<file path="src/rtl/dma_seq_pkg.sv">
package dma_seq_pkg;
  // strobes from the control FSM to the counter datapath
  typedef struct packed {
    logic loadBurst;  // reload unit counter
    logic loadXfer;   // reload burst counter
    logic wordMove;   // one word acknowledged
    logic burstEnd;   // current burst finished
  } seqCmd_t;
endpackage

</file>
<file path="src/rtl/dma_seq_count.sv">
module dma_seq_count
  import dma_seq_pkg::*;
#(
  parameter int BURST_W = 5,
  parameter int XFER_W  = 16
) (
  input  logic               clk,
  input  logic               rstN,
  input  seqCmd_t            cmd,
  input  logic               wide32,
  input  logic [BURST_W-1:0] burstSize,
  input  logic [XFER_W-1:0]  xferSize,
  output logic               lastWord,
  output logic               lastBurst
);
  localparam int UNIT_W = BURST_W + 1;

  logic [UNIT_W-1:0] unitsLeft;
  logic [UNIT_W-1:0] unitStep;
  logic [XFER_W-1:0] burstsLeft;

  assign unitStep  = wide32 ? UNIT_W'(2) : UNIT_W'(1);
  assign lastWord  = (unitsLeft <= unitStep);
  assign lastBurst = (burstsLeft == '0);

  always_ff @(posedge clk or negedge rstN) begin
    if (!rstN) begin
      unitsLeft <= '0;
    end else if (cmd.loadBurst) begin
      unitsLeft <= {1'b0, burstSize} + UNIT_W'(1);
    end else if (cmd.wordMove) begin
      unitsLeft <= unitsLeft - unitStep;
    end
  end

  always_ff @(posedge clk or negedge rstN) begin
    if (!rstN) begin
      burstsLeft <= '0;
    end else if (cmd.loadXfer) begin
      burstsLeft <= xferSize;
    end else if (cmd.burstEnd && !lastBurst) begin
      burstsLeft <= burstsLeft - XFER_W'(1);
    end
  end

  // a word is never moved with an exhausted unit counter
  p_units_live_r2: assert property (@(posedge clk) disable iff (!rstN)
    cmd.wordMove |-> (unitsLeft != '0));

  // a fresh transfer with size zero must be flagged as its last burst
  p_xfer_load_r4: assert property (@(posedge clk) disable iff (!rstN)
    cmd.loadXfer |=> (lastBurst == ($past(xferSize) == '0)));
endmodule

</file>
<file path="src/rtl/dma_seq_ctrl.sv">
module dma_seq_ctrl
  import dma_seq_pkg::*;
(
  input  logic    clk,
  input  logic    rstN,
  input  logic    runSet,
  input  logic    trigIn,
  input  logic    oneShot,
  input  logic    contMode,
  input  logic    intAtEnd,
  input  logic    wordAck,
  input  logic    lastWord,
  input  logic    lastBurst,
  output seqCmd_t cmd,
  output logic    wordReq,
  output logic    wordDone,
  output logic    burstDone,
  output logic    xferStart,
  output logic    chanIrq,
  output logic    busRelease,
  output logic    chanActive
);
  typedef enum logic {ST_WAIT, ST_MOVE} seqState_t;

  seqState_t state;
  logic enabled, trigPend, firstBurst;
  logic xferEnd, startBurst, chainBurst, enNext;

  assign wordReq    = (state == ST_MOVE);
  assign wordDone   = wordReq && wordAck;
  assign burstDone  = wordDone && lastWord;
  assign xferEnd    = burstDone && lastBurst;
  assign startBurst = (state == ST_WAIT) && enabled && trigPend;
  assign xferStart  = startBurst && firstBurst;
  assign chainBurst = burstDone && oneShot && !lastBurst;
  assign busRelease = burstDone && !chainBurst;
  assign chanIrq    = intAtEnd ? xferEnd : xferStart;
  assign chanActive = enabled;
  assign enNext     = runSet || (enabled && !(xferEnd && !contMode));

  always_comb begin
    cmd.loadBurst = startBurst || chainBurst;
    cmd.loadXfer  = xferStart;
    cmd.wordMove  = wordDone;
    cmd.burstEnd  = burstDone;
  end

  always_ff @(posedge clk or negedge rstN) begin
    if (!rstN) begin
      state      <= ST_WAIT;
      enabled    <= 1'b0;
      trigPend   <= 1'b0;
      firstBurst <= 1'b1;
    end else begin
      enabled  <= enNext;
      trigPend <= enNext && (trigIn || (trigPend && !startBurst));
      if (startBurst)      state <= ST_MOVE;
      else if (busRelease) state <= ST_WAIT;
      if (xferEnd)        firstBurst <= 1'b1;
      else if (xferStart) firstBurst <= 1'b0;
    end
  end

  p_req_drop_r5: assert property (@(posedge clk) disable iff (!rstN)
    (busRelease && !oneShot) |=> !wordReq);

  p_oneshot_hold_r6: assert property (@(posedge clk) disable iff (!rstN)
    (burstDone && oneShot && !lastBurst) |=> wordReq);

  p_disable_r7: assert property (@(posedge clk) disable iff (!rstN)
    (xferEnd && !contMode && !runSet) |=> !chanActive);

  p_pend_clear_r7: assert property (@(posedge clk) disable iff (!rstN)
    !chanActive |-> !trigPend);

  p_keep_r8: assert property (@(posedge clk) disable iff (!rstN)
    (xferEnd && contMode) |=> chanActive);
endmodule

</file>
<file path="src/rtl/dma_seq_top.sv">
module dma_seq_top
  import dma_seq_pkg::*;
#(
  parameter int BURST_W = 5,
  parameter int XFER_W  = 16
) (
  input  logic               clk,
  input  logic               rstN,
  input  logic               runSet,
  input  logic               trigIn,
  input  logic               oneShot,
  input  logic               contMode,
  input  logic               intAtEnd,
  input  logic               wide32,
  input  logic [BURST_W-1:0] burstSize,
  input  logic [XFER_W-1:0]  xferSize,
  input  logic               wordAck,
  output logic               wordReq,
  output logic               wordWide,
  output logic               wordDone,
  output logic               burstDone,
  output logic               xferStart,
  output logic               chanIrq,
  output logic               busRelease,
  output logic               chanActive
);
  seqCmd_t cmd;
  logic lastWord, lastBurst;

  assign wordWide = wide32;

  dma_seq_ctrl ctrl_i (
    .clk(clk), .rstN(rstN), .runSet(runSet), .trigIn(trigIn),
    .oneShot(oneShot), .contMode(contMode), .intAtEnd(intAtEnd),
    .wordAck(wordAck), .lastWord(lastWord), .lastBurst(lastBurst),
    .cmd(cmd), .wordReq(wordReq), .wordDone(wordDone),
    .burstDone(burstDone), .xferStart(xferStart), .chanIrq(chanIrq),
    .busRelease(busRelease), .chanActive(chanActive)
  );

  dma_seq_count #(.BURST_W(BURST_W), .XFER_W(XFER_W)) count_i (
    .clk(clk), .rstN(rstN), .cmd(cmd), .wide32(wide32),
    .burstSize(burstSize), .xferSize(xferSize),
    .lastWord(lastWord), .lastBurst(lastBurst)
  );
endmodule

</file>
<file path="config.mk">
export PLATFORM = sky130hd
export DESIGN_NAME = dma_seq_top
export DESIGN_NICKNAME = d
export VERILOG_FILES = /design/src/rtl/dma_seq_pkg.sv /design/src/rtl/dma_seq_count.sv /design/src/rtl/dma_seq_ctrl.sv /design/src/rtl/dma_seq_top.sv
export SDC_FILE = /design/constraint.sdc
export NUM_CORES = 1
export LEC_CHECK = 0
export BUFFER_PORTS_ARGS = -buffer_cell sky130_fd_sc_hd__buf_2
export CORE_MARGIN = 1.5
export CORE_UTILIZATION = 40
export CTS_CLUSTER_SIZE = 24
export DETAILED_ROUTE_END_ITERATION = 6
export PLACE_DENSITY = 0.59
export REMOVE_ABC_BUFFERS = 1
export SLEW_MARGIN = 20
export SYNTH_ARGS = -nofsm -noshare
export SYNTH_HDL_FRONTEND = slang
export SYNTH_SLANG_ARGS = --single-unit
</file>
<file path="constraint.sdc">
create_clock -name clk -period 7.51 [get_ports clk]
set_clock_uncertainty 0.2 [all_clocks]
set_input_delay 1.502 -clock clk [delete_from_list [all_inputs] [get_ports clk]]
set_output_delay 1.502 -clock clk [all_outputs]
set_load 0.02 [all_outputs]
</file>
==> results_dict.tcl, run 1 <==
set metrics [dict create \
    cp.required_ns 5.81 \
    grt_max_degree 27 \
    grt_pass1_vias 1261 \
    yosys_register_bits 26 \
    cpMaxStageDelayCell "a2111oi_4" \
    yosys-top-cells-count "dfrtp_1 (25), nand2_1 (21), nor2_1 (17)" \
    p_seq_share_pct 44.7 \
    post_layout_nonfiller_instances 267 \
    drt-pass1-iter-count 4 \
    grtUsageMet1_pct 22.7 \
    met2_usage_pct 27.1 \
    synth_area_leaders "dfrtp_1 (38%), nand2_1 (4.8%), nor2_1 (3.9%), ha_1 (3.8%), mux2i_1 (3.7%)" \
    critPathKind "primary input to primary output" \
    cts.sinks 26 \
    setup_ws_ns 2.22 \
    critPathBufInv 4 \
    hold_buffers 0 \
    cp-start-kind "primary input" \
    clockBufferDepth 2 \
    root_buffer "clkbuf_8" \
    synth.distinct_cells 43 \
    p_total_uw 591 \
    synth_most_common_cell "dfrtp_1" \
    seq_area_frac_synth_pct 40.0 \
    initial_core_util_pct 41.1 \
    ys_warn_count 0 \
    finalHoldViolations 0 \
    grtUsageMet3_pct 1.69 \
    gp_congestion 0.830 \
    ioPinCount 38 \
    critical_path_peak_fanout 10 \
    core_um2 3970 \
    final_antenna_net_count 0 \
    rsz0062_at_grt "false" \
    p_leak_nw 0.831 \
    maxCapViolCount 0 \
    wl_um 3470 \
    clkTransAtPathRegs_ns 0.08 \
    power_density_nw_per_um2 310 \
    critPathTopFamily "compound AO/OA/AOI/OAI gates" \
    post-route-min-period_ns 5.29 \
    max_stage_delay_ns 0.63 \
    crit_chain "buf_2 -> inv_1 -> ha_1 -> inv_1 -> fa_1 -> a2111oi_4 -> nand3_1 -> mux2i_1 -> buf_2" \
    combPwrFrac_pct 40.4 \
    area_growth_syn_to_layout_pct 17.1 \
    post-place-ws_ns 2.21 \
    cp.arrival_ns 3.59 \
    max_clock_freq_mhz 189 \
    final_layout_size_suffix_gt1_share_pct 23.5 \
    cts_buffers 3 \
    die_w_um 66.9 \
    tightest_slew_ns 0.817 \
    viasPerCell 5.35 \
    relSlewSlack_pct 45.6 \
    post_cts_buffers 0 \
    grt_busiest_layer "met2" \
    die_area_um2 4470 \
    switching_share_pct 38.7 \
    cts_resized 0 \
    synthFlopType "dfrtp_1" \
    place_area_um2 1860 \
    yosysTopAreaCell "dfrtp_1" \
    internal_power_uw 362 \
    num_rows 23 \
    syn_inst 180 \
    cts-htree-levels 1 \
    pwr-share-clk_pct 14.9 \
    hold_path.class "flip-flop to flip-flop" \
    port_buffers 37 \
    drcViolationCount 0 \
    dieHeight_um 66.9 \
    maxSlewViolCount 0 \
    outcome "finished, final reports clean" \
    synthArstFlopShare_pct 100 \
    antenna_found_initial 0 \
    clock_latency_ns 0.26 \
    netlist_area_um2 1630 \
    end_kind "primary output" \
    cts_tree "built" \
    place_inst 263 \
    max-vdd-ir-drop_v 0.000156 \
    wl_per_cell_um 13.0 \
    synth_edf_count 0 \
    setup-violations-final 0 \
    drt_iter0_drc 72 \
    grt.total_usage_pct 16.4 \
    place_hpwl_um 2680 \
    final.setup.tns_ns 0 \
    final_area_um2 1910 \
    avgSynthCellArea_um2 9.06 \
    num_vias 1428 \
    antenna_cells 0 \
    num-nets-final 254 \
    synth_top_area_share_pct 38.3 \
    grt-ovfl-total 0 \
    finalCritPeriodShare_pct 70.4 \
    grt_pass1_wl_um 5690 \
    switchingPower_uw 229 \
]
-- tightest hold or removal path: stages (launching register included) --
cell	delay (ns)
dfstp_2	0.37
nand2_1	0.05
nand2_1	0.05
-- area by class of cell --
class / count / area (µm²)
fillers: 391 / 2060
multi-input cells: 137 / 903
flip-flops and latches: 26 / 652
repair buffers: 38 / 193
well taps: 50 / 62.6
clock buffers: 4 / 55.1
inverters: 12 / 45.0
-- stage by stage --
step           util (%)  hold WS [ns]
4_1_cts            48.1         0.269
3_5_place_dp       46.7         0.254
3_3_place_gp       46.7         0.251
2_1_floorplan         -         0.239
6_report           48.1         0.265
5_1_grt            48.1         0.276
-- routing by layer --
layer  vias up  share of wire, %
met3         2               3.6
met4         0              0.52
met5         -                 0
li1        732                 -
met2        30                49
met1       664                47
-- cells in the final DEF, fill, tap and decap left out, drive strengths merged, types with 2 or more instances in the layout --
master	Yosys	layout
a2111oi	2	2
a21oi	6	6
a31oi	10	10
and2	2	2
buf	3	38
clkbuf	2	4
dfrtp	25	25
ha	5	5
inv	11	11
mux2	3	3
mux2i	6	6
nand2	21	21
nand3	10	10
nand4	3	3
nor2	17	17
nor3	2	2
nor4	4	4
o211ai	3	3
o21ai	8	8
o22ai	3	3
o311ai	2	2
o31ai	3	3
or3	5	5
or4	4	4
xnor2	4	4
xor2	5	5
-- flip-flops by register name, indices dropped and copies added, names as in the netlist --
signal / count
count_i.burstsLeft: 16
count_i.unitsLeft: 6
ctrl_i.chanActive: 1
ctrl_i.firstBurst: 1
ctrl_i.trigPend: 1
ctrl_i.wordReq: 1
-- path summary, 6_finish.rpt --
path | slack, ns | startpoint | depth (start not counted) | endpoint
max in group asynchronous | 5.71 | rstN | 1 | count_i.burstsLeft[4]
min in group asynchronous | 1.02 | rstN | 1 | ctrl_i.trigPend
min reg2reg | 0.27 | ctrl_i.firstBurst | 2 | ctrl_i.firstBurst
min | 0.27 | ctrl_i.firstBurst | 2 | ctrl_i.firstBurst
max reg2reg | 4.38 | count_i.unitsLeft[0] | 8 | count_i.burstsLeft[13]
max | 2.22 | wide32 | 9 | chanIrq
-- power by group through the flow --
stage / Clock [mW] / Combinational [mW] / Sequential, mW
6_report: 0.0878 / 0.239 / 0.264
5_1_grt: 0.0965 / 0.275 / 0.274
4_1_cts: 0.0906 / 0.242 / 0.264
3_5_place_dp: 0 / 0.241 / 0.267
3_3_place_gp: 0 / 0.233 / 0.263
2_1_floorplan: 0 / 0.186 / 0.255
-- kinds of logic (layout without fill, tap and decap cells) --
| group | count (synthesis) | after routing | share of synthesized area, % |
|---|---|---|---|
| flops | 26 | 26 | 40.0 |
| mux | 9 | 9 | 5.75 |
| simple gates | 73 | 73 | 22.2 |
| xor+xnor | 9 | 9 | 4.83 |
| compound gates | 40 | 40 | 17.6 |
| fa+ha+maj | 6 | 6 | 5.06 |
| buf+inv | 17 | 54 | 4.68 |
(Power assumes the default switching activity.)
==> run 2: changes to the inputs <==
- clock period: 7.51 -> 4.9 ns (I/O delays scaled with it)
==> run 2 against run 1 <==
Global-route usage grew 1.0 points. Total power rose by 54%. Non-clock buffer count increased by 1. Count of clock-buffer cells in the layout is the same. Sequential cell count unchanged. Sequential share of layout area down 0.13 points. Sequential power grew 54%. Via count increased by 1.8%. Largest power group unchanged. Combinational power grew 54%. Clock power is 56% higher. Critical path type unchanged. Worst hold slack is essentially flat. Routed wire length grew 2.1%.
==> results_dict.tcl, run 2 (synthesis gave the netlist of run 1 again) <==
set metrics [dict create \
    max_stage_delay_ns 0.48 \
    clkTransAtPathRegs_ns 0.09 \
    post_cts_buffers 0 \
    largest_register "count_i.burstsLeft" \
    dieHeight_um 66.9 \
    area_growth_syn_to_layout_pct 17.6 \
    maxSlewViolCount 0 \
    wl_met1_um 1630 \
    p_total_uw 909 \
    switching_share_pct 38.8 \
    final.setup.tns_ns 0 \
    num_vias 1454 \
    max-vdd-ir-drop_v 0.000217 \
    fin_hold_ws_ns 0.265 \
    max_clock_freq_mhz 244 \
    wl_um 3550 \
    cts_buffers 3 \
    initial_core_util_pct 41.1 \
    post-route-min-period_ns 4.11 \
    port_buffers 37 \
    antenna_found_initial 0 \
    die_w_um 66.9 \
    met2_length_um 1740 \
    pwr-share-clk_pct 15.0 \
    setup-violations-final 0 \
    reg2regPathDepth 9 \
    grt_pass1_vias 1397 \
    drt_iter0_drc 72 \
    layout_common_cells "buf_2 (37), dfrtp_1 (25), nand2_1 (21)" \
    clock_latency_ns 0.26 \
    top_layer "met4" \
    die_area_um2 4470 \
    reg_top3 "count_i.burstsLeft x16, count_i.unitsLeft x6" \
    ioPinCount 38 \
    post-place-ws_ns 0.810 \
    final_layout_size_suffix_gt1_share_pct 23.9 \
    min_path_cells 2 \
    place_inst 264 \
    core_um2 3970 \
    drcViolationCount 0 \
    final_antenna_net_count 0 \
    clockBufferDepth 2 \
    cts-htree-levels 1 \
    hold_path.class "flip-flop to flip-flop" \
    power_density_nw_per_um2 474 \
    cp.required_ns 3.72 \
    critPathBufInv 4 \
    wl_met3_um 141 \
    finalCritPeriodShare_pct 83.8 \
    num_rows 23 \
    grt_max_degree 27 \
    end_kind "primary output" \
    cts_tree "built" \
    place_hpwl_um 2690 \
    critPathTopFamily "adder cells" \
    maxCapViolCount 0 \
    final_area_um2 1920 \
    r2r_slack_ns 1.88 \
    hold_buffers 0 \
    relSlewSlack_pct 43.7 \
    rsz0062_at_grt "false" \
    wl_per_cell_um 13.2 \
    cts.sinks 26 \
    outcome "finished, final reports clean" \
    gp_congestion 0.769 \
    crit_chain "buf_2 -> inv_1 -> ha_1 -> inv_1 -> fa_1 -> a2111oi_4 -> nand3_1 -> mux2i_1 -> buf_2" \
    p_seq_share_pct 44.6 \
    post_layout_nonfiller_instances 268 \
    antenna_cells 0 \
    setup_ws_ns 0.794 \
    finalHoldViolations 0 \
    root_buffer "clkbuf_8" \
    final_core_util_pct 48.3 \
    combPwrFrac_pct 40.3 \
    grt_pass1_wl_um 6070 \
    p_leak_nw 0.836 \
    critical_path_peak_fanout 6 \
    num-nets-final 255 \
    place_area_um2 1860 \
    cpMaxStageDelayCell "a2111oi_4" \
    internal_power_uw 556 \
    cp.arrival_ns 2.93 \
    switchingPower_uw 353 \
    grt-ovfl-total 0 \
    cts_resized 0 \
    viasPerCell 5.43 \
    critPathKind "primary input to primary output" \
    drt-pass1-iter-count 4 \
    path_depth 9 \
    cp-start-kind "primary input" \
    tightest_slew_ns 0.845 \
    grt.total_usage_pct 17.4 \
    mostFrequentLayoutCell "buf_2" \
    largest_reg_flops 16 \
]
[run 2: cell count changes in the layout (fill, tap and decap cells not counted)]
cell and change:
buf_4 +1
[run 2: power by group through the flow]
| stage | sequential (mW) | combinational, mW | clock (mW) |
|---|---|---|---|
| after floorplan | 0.390 | 0.284 | 0 |
| after global placement | 0.403 | 0.358 | 0 |
| after detailed placement | 0.408 | 0.370 | 0 |
| after CTS | 0.405 | 0.371 | 0.142 |
| after global routing | 0.424 | 0.423 | 0.152 |
| final | 0.406 | 0.367 | 0.137 |
[run 2: tightest hold or removal path, delay by kind of cell (launching register included)]
family | cells | cell delay [ns]
DFF | 1 | 0.38
and+or+nand+nor | 2 | 0.10
[run 2: layout make-up]
type                       count  area, µm²
fill                         377       2050
multi-input combinational    137        903
sequential                    26        652
timing repair buffer          39        200
tap                           50       62.6
clock buffer                   4       55.1
inverter                      12       45.0
[run 2: layer usage]
layer | GRT usage (%) | vias to the layer above
met4 | 5.10 | 0
li1 | - | 740
met5 | 0 | -
met1 | 22.1 | 681
met2 | 30.9 | 28
met3 | 2.03 | 5
[run 2: worst paths after layout]
path / start / to
setup / recovery: wide32 / chanIrq
hold / removal: ctrl_i.firstBurst / ctrl_i.firstBurst
setup reg to reg: count_i.unitsLeft[0] / count_i.burstsLeft[13]
hold reg to reg: ctrl_i.firstBurst / ctrl_i.firstBurst
max in group asynchronous: rstN / count_i.burstsLeft[14]
min in group asynchronous: rstN / ctrl_i.trigPend
==> run 3: changes to the inputs <==
- PLACE_DENSITY: 0.59 -> 0.62
- clock period: 4.9 -> 3.6 ns (I/O delays scaled with it)
==> run 3 against run 2 <==
Register-to-register slack lost 1.1 ns. Setup slack got worse by 0.56 ns. Clock power rose by 82%. Sequential cell count unchanged. Worst hold slack worse by 0.030 ns. Routed wire length fell by 3.7%. Critical path depth is the same. Largest cell class unchanged.
==> results_dict.tcl, run 3 (synthesis gave the netlist of run 1 again) <==
set metrics [dict create \
    grt_pass1_wl_um 5720 \
    drcViolationCount 0 \
    ioPinCount 38 \
    root_buffer "clkbuf_8" \
    mostFrequentLayoutCell "buf_2" \
    critPathKind "primary input to primary output" \
    finalCritPeriodShare_pct 93.5 \
    p_leak_nw 0.848 \
    rsz0062_at_grt "false" \
    grt_max_degree 27 \
    initial_core_util_pct 41.1 \
    p_seq_share_pct 42.3 \
    switchingPower_uw 484 \
    final_layout_size_suffix_gt1_share_pct 24.2 \
    cts_buffers 3 \
    final_antenna_net_count 0 \
    max-vdd-ir-drop_v 0.000230 \
    outcome "finished, final reports clean" \
    antenna_cells 0 \
    grt.total_usage_pct 17.0 \
    num-nets-final 256 \
    switching_share_pct 37.4 \
    pwr-share-clk_pct 19.2 \
    num_rows 23 \
    power_density_nw_per_um2 667 \
    place_hpwl_um 2600 \
    cp-start-kind "primary input" \
    layout_common_cells "buf_2 (37), dfrtp_1 (25), nand2_1 (21)" \
    largest_register "count_i.burstsLeft" \
    reg_top3 "count_i.burstsLeft x16, count_i.unitsLeft x6" \
    relSlewSlack_pct 51.3 \
    cp.arrival_ns 2.45 \
    wl_um 3410 \
    dieHeight_um 66.9 \
    core_um2 3970 \
    gp_congestion 0.749 \
    viasPerCell 5.31 \
    drt_iter0_drc 45 \
    grt_pass1_vias 1319 \
    post-route-min-period_ns 3.37 \
    hold_buffers 0 \
    max_clock_freq_mhz 297 \
    cts-htree-levels 1 \
    maxCapViolCount 0 \
    cts.sinks 26 \
    area_growth_syn_to_layout_pct 19.0 \
    die_area_um2 4470 \
    final_core_util_pct 48.9 \
    cts_resized 0 \
    grt-ovfl-total 0 \
    port_buffers 37 \
    antenna_found_initial 0 \
    finalHoldViolations 0 \
    post_cts_buffers 0 \
    setup_ws_ns 0.233 \
    tightest_slew_ns 0.712 \
    maxSlewViolCount 0 \
    post-place-ws_ns 0.216 \
    num_vias 1429 \
    cts_tree "built" \
    largest_reg_flops 16 \
    hold_path.class "primary input to asynchronous set/reset pin" \
    end_kind "primary output" \
    internal_power_uw 810 \
    cp.required_ns 2.68 \
    clock_latency_ns 0.28 \
    drt-pass1-iter-count 4 \
    critical_path_peak_fanout 3 \
    die_w_um 66.9 \
    clockBufferDepth 2 \
    combPwrFrac_pct 38.5 \
    r2r_slack_ns 0.81 \
    clkTransAtPathRegs_ns 0.10 \
    setup-violations-final 0 \
    wl_per_cell_um 12.7 \
]
==> run 3: final cells by class <==
cell class              count  area [µm²]
well taps                  50        62.6
multi-input cells         137         903
repair buffers             40         208
fillers                   398        2030
clock buffers               3        41.3
flip-flops and latches     26         652
clock inverters             1        30.0
inverters                  12        45.0
==> run 3: layer usage <==
layer | global-route usage (%) | routed length, µm | vias up
li1 | - | - | 737
met1 | 22.0 | 1740 | 656
met2 | 28.4 | 1500 | 32
met3 | 2.03 | 136 | 4
met4 | 7.65 | 40 | 0
met5 | 0 | 0 | -
==> run 3: critical path: stages <==
cell       delay [ns]
buf_2            0.10
inv_1            0.11
ha_1             0.16
inv_1            0.05
fa_1             0.44
a2111oi_4        0.36
nand3_1          0.18
mux2i_1          0.15
buf_2            0.18
==> run 3: power by group through the flow <==
| stage | logic, mW | clock network, mW | registers, mW |
|---|---|---|---|
| floorplan | 0.387 | 0 | 0.531 |
| global placement | 0.497 | 0 | 0.553 |
| detailed placement | 0.503 | 0 | 0.551 |
| CTS | 0.506 | 0.249 | 0.547 |
| global route | 0.578 | 0.264 | 0.569 |
| finish | 0.499 | 0.249 | 0.547 |
==> run 3: stage by stage <==
step | instances | TNS [ns] | hold slack, ns | instance area (µm²) | total power, mW
final | 269 | 0 | 0.235 | 1940 | 1.29
after global routing | 269 | 0 | 0.270 | 1940 | 1.41
after CTS | 269 | 0 | 0.261 | 1940 | 1.30
after detailed placement | 265 | 0 | 0.258 | 1870 | 1.05
after global placement | 265 | 0 | 0.251 | 1870 | 1.05
after floorplan | 175 | -0.156 | 0.224 | 1600 | 0.918
==> run 3: worst paths after layout <==
kind | cells after the start | startpoint | endpoint
max | 9 | wide32 | chanIrq
min | 1 | rstN | count_i.burstsLeft[9]
max reg2reg | 9 | count_i.unitsLeft[0] | count_i.burstsLeft[11]
min reg2reg | 2 | ctrl_i.firstBurst | ctrl_i.firstBurst
max in group asynchronous | 1 | rstN | count_i.burstsLeft[12]
min in group clk | 2 | ctrl_i.firstBurst | ctrl_i.firstBurst
